**src/rtl/fpc_pkg.sv**
```systemverilog
package fpc_pkg;
  typedef enum logic [1:0] {
    ST_IDLE = 2'd0,
    ST_REQ  = 2'd1,
    ST_WAIT = 2'd2,
    ST_GAP  = 2'd3
  } seq_state_e;

  typedef enum logic [1:0] {
    RK_POLL    = 2'd0,
    RK_RECHECK = 2'd1,
    RK_FINAL   = 2'd2
  } read_kind_e;
endpackage

```
**src/rtl/fpc_status_eval.sv**
```systemverilog
module fpc_status_eval (
  input  logic status_bit,
  input  logic limit_bit,
  input  logic expect_bit,
  output logic matched,
  output logic limit_hit
);
  // Bit 7 decides completion; the limit flag only matters on a mismatch.
  assign matched   = (status_bit == expect_bit);
  assign limit_hit = limit_bit && !matched;
endmodule

```
**src/rtl/fpc_gap_timer.sv**
```systemverilog
module fpc_gap_timer #(
  parameter int GAP_W = 8
) (
  input  logic             clk,
  input  logic             rst_n,
  input  logic             load,
  input  logic [GAP_W-1:0] load_val,
  output logic             last
);
  localparam logic [GAP_W-1:0] ONE = GAP_W'(1);

  logic [GAP_W-1:0] cnt;

  always_ff @(posedge clk) begin
    if (!rst_n) begin
      cnt <= '0;
    end else if (load) begin
      cnt <= load_val;
    end else if (cnt != '0) begin
      cnt <= cnt - ONE;
    end
  end

  assign last = (cnt == ONE);
endmodule

```
**src/rtl/fpc_read_port.sv**
```systemverilog
module fpc_read_port #(
  parameter int ADDR_W = 24
) (
  input  logic              clk,
  input  logic              rst_n,
  input  logic              addr_load,
  input  logic [ADDR_W-1:0] addr_in,
  input  logic              issue,
  input  logic              rd_ack,
  output logic              rd_req,
  output logic [ADDR_W-1:0] rd_addr,
  output logic              accepted
);
  logic [ADDR_W-1:0] addr_q;

  always_ff @(posedge clk) begin
    if (!rst_n) begin
      addr_q <= '0;
    end else if (addr_load) begin
      addr_q <= addr_in;
    end
  end

  assign rd_req   = issue;
  assign rd_addr  = addr_q;
  assign accepted = issue && rd_ack;
endmodule

```
**src/rtl/fpc_poll_ctrl.sv**
```systemverilog
module fpc_poll_ctrl
  import fpc_pkg::*;
#(
  parameter int ADDR_W    = 24,
  parameter int DATA_W    = 8,
  parameter int GAP_W     = 8,
  parameter int MATCH_BIT = 7,
  parameter int LIMIT_BIT = 5
) (
  input  logic              clk,
  input  logic              rst_n,
  input  logic              start,
  input  logic              op_is_erase,
  input  logic              expect_msb,
  input  logic [ADDR_W-1:0] poll_addr,
  input  logic [GAP_W-1:0]  gap_cycles,
  output logic              busy,
  output logic              done,
  output logic              pass,
  output logic              fail,
  output logic [DATA_W-1:0] final_data,
  output logic              rd_req,
  output logic [ADDR_W-1:0] rd_addr,
  input  logic              rd_ack,
  input  logic [DATA_W-1:0] rd_data
);
  seq_state_e       st;
  read_kind_e       kind;
  logic             exp_bit_q;
  logic [GAP_W-1:0] gap_q;
  logic             done_q, pass_q, fail_q;
  logic [DATA_W-1:0] final_q;

  logic accept_start, issue, accepted;
  logic matched, limit_hit;
  logic gap_load, gap_last, gap_zero;
  seq_state_e after_read;

  assign accept_start = start && (st == ST_IDLE);
  assign issue        = (st == ST_REQ);
  assign gap_zero     = (gap_q == '0);
  assign after_read   = gap_zero ? ST_REQ : ST_GAP;
  assign gap_load     = (st == ST_WAIT) && !gap_zero;

  fpc_read_port #(.ADDR_W(ADDR_W)) u_port (
    .clk      (clk),
    .rst_n    (rst_n),
    .addr_load(accept_start),
    .addr_in  (poll_addr),
    .issue    (issue),
    .rd_ack   (rd_ack),
    .rd_req   (rd_req),
    .rd_addr  (rd_addr),
    .accepted (accepted)
  );

  fpc_status_eval u_eval (
    .status_bit(rd_data[MATCH_BIT]),
    .limit_bit (rd_data[LIMIT_BIT]),
    .expect_bit(exp_bit_q),
    .matched   (matched),
    .limit_hit (limit_hit)
  );

  fpc_gap_timer #(.GAP_W(GAP_W)) u_gap (
    .clk     (clk),
    .rst_n   (rst_n),
    .load    (gap_load),
    .load_val(gap_q),
    .last    (gap_last)
  );

  always_ff @(posedge clk) begin
    if (!rst_n) begin
      st        <= ST_IDLE;
      kind      <= RK_POLL;
      exp_bit_q <= 1'b0;
      gap_q     <= '0;
      done_q    <= 1'b0;
      pass_q    <= 1'b0;
      fail_q    <= 1'b0;
      final_q   <= '0;
    end else begin
      done_q <= 1'b0;
      pass_q <= 1'b0;
      fail_q <= 1'b0;
      unique case (st)
        ST_IDLE: begin
          if (accept_start) begin
            exp_bit_q <= op_is_erase | expect_msb;
            gap_q     <= gap_cycles;
            kind      <= RK_POLL;
            st        <= ST_REQ;
          end
        end
        ST_REQ: begin
          if (accepted) st <= ST_WAIT;
        end
        ST_WAIT: begin
          if (kind == RK_FINAL) begin
            final_q <= rd_data;
            done_q  <= 1'b1;
            pass_q  <= 1'b1;
            st      <= ST_IDLE;
          end else if (matched) begin
            kind <= RK_FINAL;
            st   <= after_read;
          end else if (kind == RK_RECHECK) begin
            final_q <= rd_data;
            done_q  <= 1'b1;
            fail_q  <= 1'b1;
            st      <= ST_IDLE;
          end else begin
            kind <= limit_hit ? RK_RECHECK : RK_POLL;
            st   <= after_read;
          end
        end
        ST_GAP: begin
          if (gap_last) st <= ST_REQ;
        end
        default: st <= ST_IDLE;
      endcase
    end
  end

  assign busy       = (st != ST_IDLE);
  assign done       = done_q;
  assign pass       = pass_q;
  assign fail       = fail_q;
  assign final_data = final_q;
endmodule

```
**config.mk**
```make
export PLATFORM = sky130hd
export DESIGN_NAME = fpc_poll_ctrl
export DESIGN_NICKNAME = d
export VERILOG_FILES = /design/src/rtl/fpc_pkg.sv /design/src/rtl/fpc_status_eval.sv /design/src/rtl/fpc_gap_timer.sv /design/src/rtl/fpc_read_port.sv /design/src/rtl/fpc_poll_ctrl.sv
export SDC_FILE = /design/constraint.sdc
export NUM_CORES = 1
export LEC_CHECK = 0
export CAP_MARGIN = 10
export CORE_MARGIN = 3
export CORE_UTILIZATION = 40
export DETAILED_ROUTE_END_ITERATION = 16
export DONT_BUFFER_PORTS = 1
export HOLD_SLACK_MARGIN = 0.03
export PLACE_DENSITY = 0.53
export SETUP_SLACK_MARGIN = 0.3
export SLEW_MARGIN = 20
export SYNTH_ARGS = -nofsm -noshare
export SYNTH_HDL_FRONTEND = slang
export SYNTH_HIERARCHICAL = 1
export SYNTH_SLANG_ARGS = --single-unit
```
**constraint.sdc**
```tcl
create_clock -name clk -period 2.6 [get_ports clk]
set_clock_uncertainty 0.2 [all_clocks]
set_input_delay 0.39 -clock clk [delete_from_list [all_inputs] [get_ports clk]]
set_output_delay 0.39 -clock clk [all_outputs]
set_load 0.005 [all_outputs]
```
==> results.py <==
metrics = {
    "logic_synthesis": {
        "async_flop_share_pct": 0,
        "synth_xor_area_share_pct": 2.41,
        "synth-simple-area-share_pct": 21.2,
        "ys_ff_latch": 56,
        "syn_inst": 251,
        "synth_nets": 306,
        "synth_compound_gate_area_share_pct": 8.10,
        "synth.avg_cell_area_um2": 10.2,
        "yosysSeqAreaShare_pct": 44.0,
        "synth_top_family_by_area": "simple AND/OR/NAND/NOR gates",
        "synth_flop_cell": "dfxtp_1",
        "synth_cell_types": 42,
        "synth_area_mm2": 0.00255,
        "synthAdderAreaFrac_pct": 4.42,
        "ys_warn_count": 6,
        "synthMuxAreaShare_pct": 14.1,
        "synth_edf_count": 0,
    },
    "setup_path": {
        "endpoint_kind": "register",
        "r2r_slack_ns": 0.61,
        "critical_path_class": "register to register",
        "cp.required_ns": 2.62,
        "crit_fanout": 10,
        "cp-start-kind": "register",
        "rr_worst_depth": 7,
        "arrival_ns": 2.01,
    },
    "routing": {
        "viasPerCell": 4.83,
        "num_vias": 1610,
        "drt_wl_total_um": 4800,
        "drcViolationCount": 0,
        "ant_nets": 0,
        "wire_per_inst_um": 14.4,
        "drt_iter0_markers": 40,
        "drt_first_pass_iters": 4,
    },
    "sta": {
        "fmax_mhz": 503,
        "holdWs_ns": 0.0536,
        "final-max-slew-violation-count": 0,
        "rsz0062_at_grt": "no",
        "hold_viol_final": 0,
        "setup_viol_count_final": 0,
        "finalCritPeriodShare_pct": 76.5,
        "min_period_ns": 1.99,
        "fin_setup_tns_ns": 0,
        "tightestPinTransition_ns": 0.429,
        "slew_headroom_pct": 71.4,
    },
    "floorplan": {
        "core-area_mm2": 0.00606,
        "die_y_um": 85.8,
        "rows": 28,
        "io_pins": 83,
        "die_area_mm2": 0.00737,
        "fp.dieW_um": 85.8,
        "start_util_pct": 42.1,
    },
    "place": {
        "portBuffers": 0,
        "place_hpwl_um": 3270,
        "finalWeightedCongestion": 0.752,
        "place_area_mm2": 0.00256,
        "dp.cells": 316,
    },
    "cells_and_area": {
        "design_area_mm2": 0.00276,
        "n_antenna_cell": 0,
        "fill_cells": 629,
        "layout_commonest_cell": "dfxtp_1",
        "multi_input_area_mm2": 0.00128,
        "final_cell_mix": "56 x dfxtp_1, 36 x mux2i_1, 34 x nor2b_1",
        "drive_above_1_share_pct": 8.91,
        "layout.nets": 312,
        "area_growth_syn_to_layout_pct": 8.10,
        "final_cell_count_no_fill": 333,
        "ff_latch_area_mm2": 0.00112,
    },
    "cts": {
        "clk_pin_slew_ns": 0.09,
        "cts_buffers": 5,
        "clkSinkCount": 56,
        "clkLatencyLatePin_ns": 0.30,
        "cts_tree": "built",
        "cts_resized": 0,
        "htree_levels": 2,
        "clockRootBuffer": "clkbuf_8",
        "clockBufferDepth": 2,
    },
    "pwr": {
        "leakage_nw": 1.06,
        "peakVddDrop_mv": 0.643,
        "p_total_mw": 2.68,
        "p_per_area_mw_per_mm2": 972,
    },
    "grt": {
        "grt_pass1_wl_um": 7850,
        "grt_usage_pct": 13.5,
        "antenna_found_initial": 0,
        "grt_start_max_net_pins": 47,
        "busiest_layer": "met2",
        "grt_use_met3_pct": 3.84,
        "use_met1_pct": 17.5,
        "overflow": 0,
        "grt_pass1_vias": 1614,
        "grtUsageMet2_pct": 21.3,
    },
    "min_path": {
        "worstHoldPathCells": 1,
        "hp-class": "primary input to register",
    },
    "run_status": {
        "outcome": "finished clean",
    },
    "flow_run": {
        "maxCapViolCount": 0,
    },
}
==> registers in the layout (all words and copies together) (netlist names), 2 cells and up <==
name / count
st: 2
gap_q: 8
u_port/rd_addr: 24
u_gap/cnt: 8
final_data: 8
kind: 2
==> report_power, final <==
group          switching (mW)  internal [mW]  leakage, nW  total (mW)
logic                   0.543          0.492        0.557        1.03
registers               0.144           1.01        0.458        1.16
clock network           0.267          0.218       0.0455       0.485
==> routing by layer <==
| layer | vias to the layer above | wire, um |
|---|---|---|
| li1 | 844 | - |
| met1 | 701 | 2230 |
| met2 | 60 | 2120 |
| met3 | 5 | 385 |
| met4 | 0 | 57 |
| met5 | - | 0 |
==> cells in the mapped netlist (3+ instances only) <==
master,n,area [um2]
inv_1,11,41.3
xnor2_1,4,35.0
a21oi_1,3,15.0
a211oi_2,3,37.5
xor2_1,3,26.3
clkbuf_1,4,15.0
nor3_1,3,15.0
dfxtp_1,56,1120
nor2_1,10,37.5
mux2i_1,36,360
ha_1,9,113
a21boi_1,9,67.6
nor2b_1,34,213
nand2_1,27,101
==> through the flow <==
step	util (%)	setup slack, ns
global placement	42.3	0.668
global route	45.5	0.461
CTS	45.5	0.603
floorplan	-	0.747
finish	45.5	0.610
detailed placement	42.3	0.619
==> repair_timing <==
action	in CTS	in global routing
hold endpoints to repair	47	0
setup buffers	0	0
hold buffers	9	0
==> cell families after synthesis <==
family / after synthesis
adder cells (fa/ha/maj): 9
XOR/XNOR: 7
AO/OA/AOI/OAI: 24
multiplexers: 36
AND/OR/NAND/NOR: 95
flip-flops: 56
buffers and inverters: 24
==> final timing paths <==
path / from / endpoint
min: rst_n / u_port/rd_addr[8]
min reg2reg: gap_q[4] / gap_q[4]
max: st[0] / u_gap/cnt[3]
max reg2reg: st[0] / u_gap/cnt[3]
==> layout make-up <==
type	count	share of cell area, %
Tap cell	75	3.41
Multi-Input combinational cell	171	46.5
Inverter	13	1.77
Clock buffer	8	3.27
Timing Repair Buffer	10	4.36
Sequential cell	56	40.7
==> critical path, cell delays in order, from the launching register on <==
cell	delay, ns
dfxtp_1	0.35
inv_1	0.09
ha_1	0.33
and2_1	0.34
inv_2	0.16
nand4_2	0.14
nand2_2	0.13
a211oi_1	0.17
(Power assumes the default switching activity.)
